### config.mk
export PLATFORM = sky130hd
export DESIGN_NAME = pause_rx_timer
export DESIGN_NICKNAME = d
export VERILOG_FILES = /design/src/rtl/pause_pkg.sv /design/src/rtl/pause_quanta_prescaler.sv /design/src/rtl/pause_countdown.sv /design/src/rtl/pause_resume_counter.sv /design/src/rtl/pause_rx_timer.sv
export SDC_FILE = /design/constraint.sdc
export NUM_CORES = 1
export LEC_CHECK = 0
export BUFFER_PORTS_ARGS = -buffer_cell sky130_fd_sc_hd__buf_4
export CORE_MARGIN = 2
export CORE_UTILIZATION = 55
export CTS_CLUSTER_DIAMETER = 120
export DETAILED_ROUTE_END_ITERATION = 7
export PLACE_DENSITY_LB_ADDON = 0.15
export SLEW_MARGIN = 20
export SYNTH_ARGS = -nofsm -noshare
export SYNTH_HDL_FRONTEND = slang
export SYNTH_SLANG_ARGS = --single-unit
### constraint.sdc
create_clock -name clk -period 4.6 [get_ports clk]
set_clock_uncertainty 0.2 [all_clocks]
set_input_delay 0.92 -clock clk [delete_from_list [all_inputs] [get_ports clk]]
set_output_delay 0.92 -clock clk [all_outputs]
set_load 0.05 [all_outputs]
### src/rtl/pause_pkg.sv
package pause_pkg;

  // Transmit gate: open, waiting for the packet in flight to end, or shut.
  typedef enum logic [1:0] {
    GATE_OPEN  = 2'd0,
    GATE_DRAIN = 2'd1,
    GATE_SHUT  = 2'd2
  } gate_state_e;

  // Width of a prescaler counter for a given ticks-per-quantum value.
  function automatic int unsigned presc_width(input int unsigned ticks);
    return (ticks > 1) ? $clog2(ticks) : 1;
  endfunction

endpackage

### src/rtl/pause_quanta_prescaler.sv
module pause_quanta_prescaler #(
  parameter int unsigned TICKS = 8
) (
  input  logic clk,
  input  logic rst_n,
  input  logic run,
  input  logic restart,
  output logic tick
);
  import pause_pkg::*;

  localparam int unsigned CW = presc_width(TICKS);

  generate
    if (TICKS <= 1) begin : g_direct
      assign tick = run;
    end else begin : g_count
      localparam logic [CW-1:0] LAST = CW'(TICKS - 1);
      logic [CW-1:0] cnt_q;

      always_ff @(posedge clk) begin
        if (!rst_n || restart || !run) begin
          cnt_q <= '0;
        end else if (cnt_q == LAST) begin
          cnt_q <= '0;
        end else begin
          cnt_q <= cnt_q + 1'b1;
        end
      end

      assign tick = run && (cnt_q == LAST);

      a_r3_presc_bounded: assert property (@(posedge clk) disable iff (!rst_n)
        cnt_q <= LAST);
    end
  endgenerate

endmodule

### src/rtl/pause_countdown.sv
module pause_countdown #(
  parameter int unsigned W = 16
) (
  input  logic         clk,
  input  logic         rst_n,
  input  logic         load,
  input  logic [W-1:0] load_val,
  input  logic         tick,
  output logic         expire
);

  logic [W-1:0] remain_q;

  always_ff @(posedge clk) begin
    if (!rst_n) begin
      remain_q <= '0;
    end else if (load) begin
      remain_q <= load_val;
    end else if (tick && remain_q != '0) begin
      remain_q <= remain_q - 1'b1;
    end
  end

  assign expire = !load && tick && (remain_q == W'(1));

  // a load always takes the new value, whatever was left
  a_r8_reload_value: assert property (@(posedge clk) disable iff (!rst_n)
    load |=> remain_q == $past(load_val));

  // without a load the count never climbs
  a_r3_no_climb: assert property (@(posedge clk) disable iff (!rst_n)
    !load |=> remain_q <= $past(remain_q));

endmodule

### src/rtl/pause_resume_counter.sv
module pause_resume_counter #(
  parameter int unsigned W = 8
) (
  input  logic         clk,
  input  logic         rst_n,
  input  logic         bump,
  output logic [W-1:0] count
);

  localparam logic [W-1:0] TOP = '1;

  logic [W-1:0] cnt_q;

  always_ff @(posedge clk) begin
    if (!rst_n) begin
      cnt_q <= '0;
    end else if (bump && cnt_q != TOP) begin
      cnt_q <= cnt_q + 1'b1;
    end
  end

  assign count = cnt_q;

  a_r7_hold_at_top: assert property (@(posedge clk) disable iff (!rst_n)
    cnt_q == TOP |=> cnt_q == TOP);

  a_r6_step: assert property (@(posedge clk) disable iff (!rst_n)
    (bump && cnt_q != TOP) |=> cnt_q == $past(cnt_q) + 1'b1);

endmodule

### src/rtl/pause_rx_timer.sv
module pause_rx_timer #(
  parameter int unsigned QUANTA_W          = 16,
  parameter int unsigned TICKS_PER_QUANTUM = 8,
  parameter int unsigned RESUME_W          = 8
) (
  input  logic                clk,
  input  logic                rst_n,
  input  logic                pause_valid,
  output logic                pause_ready,
  input  logic [QUANTA_W-1:0] pause_time,
  input  logic                tx_busy,
  output logic                tx_enable,
  output logic                tx_halted,
  output logic                xoff_status,
  output logic [RESUME_W-1:0] resume_count
);
  import pause_pkg::*;

  logic        ready_q;
  logic        xoff_q;
  logic        accept;
  logic        is_resume;
  logic        tick;
  logic        expire;
  gate_state_e gate_q;
  gate_state_e gate_d;

  assign accept    = pause_valid && ready_q;
  assign is_resume = (pause_time == '0);

  always_ff @(posedge clk) begin
    if (!rst_n) begin
      ready_q <= 1'b0;
    end else begin
      ready_q <= 1'b1;
    end
  end

  pause_quanta_prescaler #(
    .TICKS(TICKS_PER_QUANTUM)
  ) u_presc (
    .clk    (clk),
    .rst_n  (rst_n),
    .run    (xoff_q),
    .restart(accept),
    .tick   (tick)
  );

  pause_countdown #(
    .W(QUANTA_W)
  ) u_count (
    .clk     (clk),
    .rst_n   (rst_n),
    .load    (accept),
    .load_val(pause_time),
    .tick    (tick),
    .expire  (expire)
  );

  pause_resume_counter #(
    .W(RESUME_W)
  ) u_resume (
    .clk  (clk),
    .rst_n(rst_n),
    .bump (accept && is_resume),
    .count(resume_count)
  );

  always_ff @(posedge clk) begin
    if (!rst_n) begin
      xoff_q <= 1'b0;
    end else if (accept) begin
      xoff_q <= !is_resume;
    end else if (expire) begin
      xoff_q <= 1'b0;
    end
  end

  always_comb begin
    gate_d = gate_q;
    unique case (gate_q)
      GATE_OPEN:  if (xoff_q) gate_d = tx_busy ? GATE_DRAIN : GATE_SHUT;
      GATE_DRAIN: if (!xoff_q) gate_d = GATE_OPEN;
                  else if (!tx_busy) gate_d = GATE_SHUT;
      GATE_SHUT:  if (!xoff_q) gate_d = GATE_OPEN;
      default:    gate_d = GATE_OPEN;
    endcase
  end

  always_ff @(posedge clk) begin
    if (!rst_n) begin
      gate_q <= GATE_OPEN;
    end else begin
      gate_q <= gate_d;
    end
  end

  assign pause_ready = ready_q;
  assign xoff_status = xoff_q;
  assign tx_enable   = ready_q && !xoff_q;
  assign tx_halted   = (gate_q == GATE_SHUT);

  a_r2_set_off: assert property (@(posedge clk) disable iff (!rst_n)
    (accept && !is_resume) |=> xoff_status);

  a_r5_resume_clears: assert property (@(posedge clk) disable iff (!rst_n)
    (accept && is_resume) |=> !xoff_status);

  a_r4_shut_after_idle: assert property (@(posedge clk) disable iff (!rst_n)
    $rose(tx_halted) |-> !$past(tx_busy));

  a_r9_enable_excl: assert property (@(posedge clk) disable iff (!rst_n)
    tx_enable |-> !xoff_status);

  a_r10_ready_stays: assert property (@(posedge clk) disable iff (!rst_n)
    pause_ready |=> pause_ready);

endmodule

==> results of run 1 <==
## logic make-up after synthesis
family,count (synthesis)
compound gates,38
xor+xnor,17
fa+ha+maj,5
buf+inv,12
flops,31
mux,5
simple gates,83
## metrics by stage
stage               cells  power, mW
CTS                   255      0.560
floorplan             191      0.351
finish                255      0.559
detailed placement    247      0.380
global route          255      0.583
global placement      247      0.377
## power groups by stage
stage               logic (mW)  clock network [mW]  registers (mW)
finish                  0.0837               0.184           0.291
global route            0.0934               0.196           0.293
CTS                     0.0840               0.185           0.291
detailed placement      0.0832                   0           0.297
global placement        0.0804                   0           0.296
floorplan               0.0529                   0           0.298
## path summary, 6_finish.rpt
| path | from | endpoint | slack [ns] |
|---|---|---|---|
| setup / recovery | u_count.remain_q[1] | u_count.remain_q[1] | 2.04 |
| hold / removal | u_presc.g_count.cnt_q[0] | u_presc.g_count.cnt_q[0] | 0.25 |
| setup reg to reg | u_count.remain_q[1] | u_count.remain_q[1] | 2.04 |
| hold reg to reg | u_presc.g_count.cnt_q[0] | u_presc.g_count.cnt_q[0] | 0.25 |
## flip-flops by register name, summed over array words and instances (netlist names)
| name | count |
|---|---|
| gate_q | 2 |
| pause_ready | 1 |
| u_count.remain_q | 16 |
| u_presc.g_count.cnt_q | 3 |
| u_resume.count | 8 |
| xoff_status | 1 |
## Yosys cell counts (2+ instances only)
master and count:
and2_1 3, nor2_1 12, inv_1 6, nor4b_1 3, a21oi_1 14, nand4b_1 2
xnor2_1 13, or4_1 3, nor3_1 11, or3_1 2, ha_1 5, nand3_1 9
xor2_1 4, a211oi_1 2, nor4_1 9, nor2b_1 6, dfxtp_1 31, nand2_1 12
clkbuf_1 5, mux2i_1 4, nand4_1 3, nor3b_1 2, a21o_1 2, o21ai_0 17
## routing by layer
metal  vias to the layer above  global-route usage  share of wire
met1                       695               0.279           0.44
met2                        22               0.425           0.51
met3                         5              0.0714          0.033
met5                         -                   0              0
li1                        753                   -              -
met4                         0              0.0930          0.013
## critical path, delay by kind of cell (launching register included)
| kind | cells | cell delay [ns] |
|---|---|---|
| simple gates | 3 | 1.22 |
| flops | 1 | 0.34 |
| mux | 1 | 0.31 |
| fa+ha+maj | 1 | 0.21 |
| buf+inv | 1 | 0.12 |
| compound gates | 1 | 0.10 |
## final cells by class
cell class / count / share of cell area
Sequential cell: 31 / 0.321
Tap cell: 31 / 0.0201
Multi-Input combinational cell: 148 / 0.491
Clock buffer: 8 / 0.0356
Timing Repair Buffer: 31 / 0.121
Inverter: 6 / 0.0117
==> impl_metrics.toml, run 1 <==
[logic_synthesis]
yosys.area_share.simple = 0.292
yosys_register_bits = 31
syn_inst = 191
synth_warnings = 0
synth_xor_area_frac = 0.0922
synth_adder_area_share = 0.0388
synth.area.top_cells = "dfxtp_1 (38%), xnor2_1 (7.1%), o21ai_0 (5.3%)"
netlist_area_mm2 = 0.00161
synth_top_area_cell = "dfxtp_1"
synth_compound_area_frac = 0.129
synth_mux_area_frac = 0.0341
synth_fp_nets = 216
synth_top_area_frac = 0.384
ys_seq_area_frac = 0.384
synth_ff_type = "dfxtp_1"
synth.avg_cell_area_um2 = 8.45
async_flop_share = 0
synth_top_family_by_area = "simple AND/OR/NAND/NOR gates"
synth_cell_type_count = 35
synth-edff-count = 0

[placement]
hpwlAfterDp_um = 2780
dpl_cell_area_mm2 = 0.00186
gp_congestion = 0.821
pre_cts_ws_ns = 1.67
portBuffers = 31

[setup_path]
r2r_cells = 7
cp_data_required_time_ns = 4.68
arrival_ns = 2.64
worstSetupPathType = "flop to flop"
crit_path_start_kind = "flop"
max_stage_delay_ns = 0.58
crit_path_cell_trace = "inv_1, ha_1, or4b_2, or4_4, nor2b_4, mux2_4, o21ai_2"
cpMaxStageDelayCell = "or4b_2"
worst_setup_path_end_kind = "flop"
path_max_fanout = 6

[route]
drt-total-wl_um = 3650
vias = 1475
wl_per_cell_um = 14.3
ant_nets = 0
drc_errors = 0
first_pass_iters = 4
via_per_inst = 5.78
drtIter0Drc = 72

[clocking]
clock-sinks = 31
cts-resized-gates = 0
cts_setup_buffers = 0
cts-root-buf = "clkbuf_4"
cts_buffers = 5
clk_pin_slew_ns = 0.10
tritoncts = "done"
h-tree-depth = 2
insertion_delay_ns = 0.34
cts_hold_buf = 0
clock_path_buffers = 2

[power_and_ir_drop]
p_sw_mw = 0.152
vdd_drop_max_mv = 0.246
seq_power_share = 0.521
p_sw_frac = 0.272
powerDensity_mw_per_mm2 = 290
clockPowerShare = 0.330
p_int_mw = 0.407
pwr-share-comb = 0.150
leakagePower_nw = 0.742

[global_routing]
grt.total_usage = 0.243
grt_first_pass_wirelength_um = 6210
antenna_found_initial = 0
grt_max_degree = 31
first_global_vias = 1441
grt-ovfl-total = 0

[die]
dieArea_mm2 = 0.00338
core_mm2 = 0.00278
fp.dieW_um = 58.2
start_util = 0.580
die_y_um = 58.2
rows = 19
ios = 32

[min_path]
hold_class = "flop to flop"
whs_path_depth = 1

[layout]
syn2layout_area_growth_pct = 19.6
fin_area_mm2 = 0.00193
multi_input_area_um2 = 947
mostFrequentLayoutCells = "dfxtp_1 (31), buf_4 (31), o21ai_0 (17)"
n_fill_cell = 233
final_nets = 248
layout-drive-gt1-share = 0.196
final_util = 0.694
diodes = 0
seq_area_um2 = 621

[sta]
tightest_slew_ns = 0.830
period_share = 0.557
slew_violations = 0
rsz0062_at_grt = "false"
fin_crit_ns = 2.56
setup_ws_ns = 2.04
slew_headroom = 0.445
hold_slack_ns = 0.247
maxClockFrequency_mhz = 391
fin_tns_setup_ns = 0
setup_viol = 0
hold_violations = 0

[job]
maxCapViolCount = 0

[outcome]
status = "finished clean"
Power figures use the tool's default switching activity.
==> run 2, diff against run 1 <==
--- a/config.mk
+++ b/config.mk
@@ -5,6 +5,7 @@
 export SDC_FILE = /design/constraint.sdc
 export NUM_CORES = 1
 export LEC_CHECK = 0
+export ABC_AREA = 1
 export BUFFER_PORTS_ARGS = -buffer_cell sky130_fd_sc_hd__buf_4
 export CORE_MARGIN = 2
 export CORE_UTILIZATION = 55
==> constraint.sdc (replaced) <==
create_clock -name clk -period 2.5 [get_ports clk]
set_clock_uncertainty 0.2 [all_clocks]
set_input_delay 0.5 -clock clk [delete_from_list [all_inputs] [get_ports clk]]
set_output_delay 0.5 -clock clk [all_outputs]
set_load 0.05 [all_outputs]
==> impl_metrics.toml, run 2 <==
[logic_synthesis]
synth.area.top_cells = "dfxtp_1 (32%), nand2_1 (14%), nor2_1 (8.8%)"
ys_seq_area_frac = 0.318
synth-edff-count = 0
synth_top_area_frac = 0.318
yosys_register_bits = 31
synth_top_area_cell = "dfxtp_1"
syn_inst = 296
async_flop_share = 0
netlist_top_cells_count = "nand2_1 (73), nor2_1 (46), inv_1 (34)"
synth_cell_type_count = 27
synth_ff_type = "dfxtp_1"
synth_fp_nets = 321
synth.avg_cell_area_um2 = 6.60
netlist_area_mm2 = 0.00195
synth_warnings = 0
synth_most_common_cell = "nand2_1"

[layout]
mostFrequentLayoutCells = "nand2_1 (73), nor2_1 (46), inv_1 (34)"
layout.cells.non_filler = 377
syn2layout_area_growth_pct = 17.5
mostFrequentLayoutCell = "nand2_1"
n_fill_cell = 348
final_nets = 355
seq_area_um2 = 621
diodes = 0
largest_reg_flops = 16
largest_register = "u_count.remain_q"
layout-drive-gt1-share = 0.187
final_util = 0.683
multi_input_area_mm2 = 0.00118
fin_area_mm2 = 0.00230

[setup_path]
crit_path_start_kind = "flop"
path_max_fanout = 10
arrival_ns = 1.85
max_stage_delay_ns = 0.36
worst_setup_path_end_kind = "flop"
reg2reg_from = "u_count.remain_q[0]"
r2r_slack_ns = 0.68
crit_top_cell = "nand2_4"
r2r_cells = 9
timing.rr.end = "u_count.remain_q[4]"
worstSetupPathType = "flop to flop"
cp_data_required_time_ns = 2.52
cpMaxStageDelayCell = "dfxtp_1"
crit_path_cell_trace = "inv_1, ha_1, nand2_4, nor2_8, nand2_4, nand2_4, nand2_4, o21ai_1, a21oi_1"

[global_routing]
grt_max_degree = 20
grt_first_pass_wirelength_um = 7710
grt.total_usage = 0.241
antenna_found_initial = 0
first_global_vias = 1836
grt-ovfl-total = 0

[placement]
dp_cells = 369
portBuffers = 31
gp_congestion = 0.840
pre_cts_ws_ns = 0.541
hpwlAfterDp_um = 3290
dpl_cell_area_mm2 = 0.00223

[die]
core_mm2 = 0.00336
dieArea_mm2 = 0.00405
fp.dieW_um = 63.6
ios = 32
start_util = 0.581
die_y_um = 63.6
rows = 21

[power_and_ir_drop]
vdd_drop_max_mv = 0.269
leakagePower_nw = 1.14
powerDensity_mw_per_mm2 = 490

[sta]
maxClockFrequency_mhz = 549
period_share = 0.729
slew_violations = 0
rsz0062_at_grt = "false"
setup_ws_ns = 0.678
setup_viol = 0
hold_violations = 0
tightest_slew_ns = 0.463
fin_crit_ns = 1.82
fin_tns_setup_ns = 0
slew_headroom = 0.691

[clocking]
cts-root-buf = "clkbuf_4"
cts_hold_buf = 0
tritoncts = "done"
clock_path_buffers = 2
cts_buffers = 5
clk_pin_slew_ns = 0.09
insertion_delay_ns = 0.34
h-tree-depth = 2
cts_setup_buffers = 0
cts-resized-gates = 0
clock-sinks = 31

[route]
drtIter0Drc = 96
wl_met3_um = 146
via_per_inst = 5.09
maxUsedRoutingLayer = "met4"
drt-met1-wl_um = 2040
drc_errors = 0
wl_per_cell_um = 11.8
ant_nets = 0
first_pass_iters = 4
vias = 1920
wl_met2_um = 2160
drt-total-wl_um = 4440

[min_path]
hold_class = "input port to flop"
min_from = "rst_n"
whs_path_depth = 1
min_to = "pause_ready"

[outcome]
status = "finished clean"

[job]
maxCapViolCount = 0
run 2: cell count changes after synthesis, moves of 5 or more:
cell      previous run  this run
o21ai_0             17         4
nor3_1              11         4
inv_1                6        34
xnor2_1             13         4
nor2_2               0         5
nor2b_1              6         0
a21oi_1             14        21
nor4_1               9         0
nor2_1              12        46
nand3_1              9        26
nand3b_1             0         7
nand2_1             12        73
run 2: routing by layer:
layer,vias up,track usage
met5,-,0
met4,0,0.0870
met3,8,0.0554
met2,32,0.417
met1,874,0.290
li1,1006,-
run 2: logic make-up after synthesis:
family / after synthesis / synth area share
AO/OA/AOI/OAI: 31 / 0.0851
XOR/XNOR: 11 / 0.0493
adder cells (fa/ha/maj): 5 / 0.0320
buffers and inverters: 40 / 0.0787
flip-flops: 31 / 0.318
AND/OR/NAND/NOR: 178 / 0.437
run 2: worst max path at each step:
stage                             start                   to  slack (ns)  cells after the start
floorplan                   pause_ready            tx_enable        0.42                      2
global placement            pause_valid    u_resume.count[1]        0.59                      6
detailed placement          pause_valid    u_resume.count[2]        0.54                      6
CTS                 u_count.remain_q[0]  u_count.remain_q[2]        0.68                      9
global route        u_count.remain_q[0]  u_count.remain_q[2]        0.54                      9
finish              u_count.remain_q[0]  u_count.remain_q[4]        0.68                      9
run 2: per-stage QoR:
stage | power [mW] | hold WS (ns)
2_1_floorplan | 0.728 | 0.199
3_3_place_gp | 0.789 | 0.206
3_5_place_dp | 0.795 | 0.223
4_1_cts | 1.14 | 0.194
5_1_grt | 1.19 | 0.186
6_report | 1.13 | 0.202
run 2: area by class of cell:
class | count | area share
clock buffers | 8 | 0.0300
repair buffers | 31 | 0.101
well taps | 46 | 0.0251
flip-flops and latches | 31 | 0.270
inverters | 36 | 0.0599
multi-input cells | 225 | 0.514
run 2: power by group:
group	total (mW)	internal, mW	leakage, nW	switching [mW]
registers	0.535	0.512	0.253	0.0228
clock network	0.341	0.165	0.0386	0.175
logic	0.250	0.0969	0.847	0.153
total	1.13	0.774	1.14	0.351
run 2: worst max-delay path: cells and delay by family (launching register included):
| family | cells | cell delay (ns) |
|---|---|---|
| DFF | 1 | 0.36 |
| AOI/OAI and AO/OA | 2 | 0.21 |
| buffers and inverters | 1 | 0.08 |
| and+or+nand+nor | 5 | 0.61 |
| adders and majority gates | 1 | 0.25 |
==> run 3, diff against run 2 <==
==> constraint.sdc (replaced) <==
create_clock -name clk -period 1.9 [get_ports clk]
set_clock_uncertainty 0.2 [all_clocks]
set_input_delay 0.38 -clock clk [delete_from_list [all_inputs] [get_ports clk]]
set_output_delay 0.38 -clock clk [all_outputs]
set_load 0.05 [all_outputs]
==> impl_metrics.toml, run 3 (synthesis gave the netlist of run 2 again) <==
[placement]
portBuffers = 31
hpwlAfterDp_um = 3200
gp_congestion = 0.890

[power_and_ir_drop]
powerDensity_mw_per_mm2 = 633
vdd_drop_max_mv = 0.451
leakagePower_nw = 1.15

[clocking]
cts_buffers = 5
insertion_delay_ns = 0.34
clk_pin_slew_ns = 0.10
h-tree-depth = 2
tritoncts = "done"
clock-sinks = 31
cts_hold_buf = 0
cts-root-buf = "clkbuf_4"
clock_path_buffers = 2

[sta]
fin_tns_setup_ns = 0
setup_viol = 0
slew_violations = 0
fin_crit_ns = 1.74
tightest_slew_ns = 0.443
slew_headroom = 0.705
maxClockFrequency_mhz = 575
hold_violations = 0
rsz0062_at_grt = "false"
period_share = 0.915

[route]
first_pass_iters = 4
vias = 1883
drt-total-wl_um = 4150
via_per_inst = 4.96
drtIter0Drc = 144
ant_nets = 0
drc_errors = 0
wl_per_cell_um = 10.9

[layout]
mostFrequentLayoutCell = "nand2_1"
layout-drive-gt1-share = 0.204
largest_register = "u_count.remain_q"
diodes = 0
final_nets = 358
largest_reg_flops = 16
final_util = 0.692
mostFrequentLayoutCells = "nand2_1 (73), nor2_1 (45), inv_1 (34), buf_4 (34), dfxtp_1 (30)"
syn2layout_area_growth_pct = 19.0

[global_routing]
grt_first_pass_wirelength_um = 7520
first_global_vias = 1738
grt_max_degree = 17
antenna_found_initial = 0
grt.total_usage = 0.231
grt-ovfl-total = 0

[die]
rows = 21
core_mm2 = 0.00336
ios = 32
start_util = 0.581
fp.dieW_um = 63.6
dieArea_mm2 = 0.00405
die_y_um = 63.6

[setup_path]
path_max_fanout = 10
worstSetupPathType = "flop to flop"
arrival_ns = 1.77
cp_data_required_time_ns = 1.93
crit_path_start_kind = "flop"
worst_setup_path_end_kind = "flop"

[outcome]
status = "finished clean"

[min_path]
hold_class = "input port to flop"

[job]
maxCapViolCount = 0
## run 3: cell count changes in the layout (fill, tap and decap cells not counted), sizes merged
cell and delta:
buf +3
## run 3: metrics by stage
| stage | total power, mW | std cells | setup WS, ns | area, um2 | hold slack [ns] |
|---|---|---|---|---|---|
| 2_1_floorplan | 0.959 | 296 | 0.0154 | 1960 | 0.199 |
| 3_3_place_gp | 1.05 | 372 | 0.146 | 2250 | 0.206 |
| 3_5_place_dp | 1.05 | 372 | 0.0988 | 2250 | 0.210 |
| 4_1_cts | 1.49 | 380 | 0.111 | 2320 | 0.0666 |
| 5_1_grt | 1.57 | 380 | 0.0124 | 2330 | 0.0683 |
| 6_report | 1.47 | 380 | 0.161 | 2330 | 0.0832 |
## run 3: area by class of cell
cell class	instances	area, um2
clock buffer	8	68.8
fill	335	1040
inverter	36	138
multi-input combinational	225	1180
sequential	31	622
tap	46	57.6
timing repair buffer	34	255
## run 3: worst max-delay path, cell delays in order (launching register included)
cell     delay, ns
dfxtp_2       0.36
inv_1         0.08
ha_2          0.23
nand2_4       0.09
nor2_8        0.17
nand2_4       0.09
nand3_4       0.10
inv_4         0.08
nand2_1       0.08
nand3_1       0.07
nand2_1       0.06
inv_1         0.03
## run 3: report_power, final
| part | total, mW | leakage, nW | switching, mW | internal (mW) |
|---|---|---|---|---|
| Combinational | 0.334 | 0.860 | 0.201 | 0.133 |
| Clock | 0.436 | 0.0386 | 0.219 | 0.217 |
| Sequential | 0.703 | 0.253 | 0.0288 | 0.674 |
## run 3: final timing paths
check	slack, ns	depth (start not counted)	startpoint	endpoint
setup reg to reg	0.16	11	u_count.remain_q[0]	u_count.remain_q[9]
hold reg to reg	0.22	1	u_presc.g_count.cnt_q[0]	u_presc.g_count.cnt_q[0]
hold / removal	0.08	1	rst_n	pause_ready
setup / recovery	0.16	11	u_count.remain_q[0]	u_count.remain_q[9]
## run 3: layer usage
| layer | vias to the layer above | routed length, um | GRT usage |
|---|---|---|---|
| met2 | 33 | 1890 | 0.367 |
| met5 | - | 0 | 0 |
| met1 | 824 | 2020 | 0.313 |
| met3 | 6 | 191 | 0.0536 |
| li1 | 1020 | - | - |
| met4 | 0 | 50 | 0.0652 |
## run 3: what timing repair did
item / in CTS / in global routing
setup buffers: 0 / 0
endpoints found under the setup margin: 0 / 3
gates resized for setup: 0 / 2
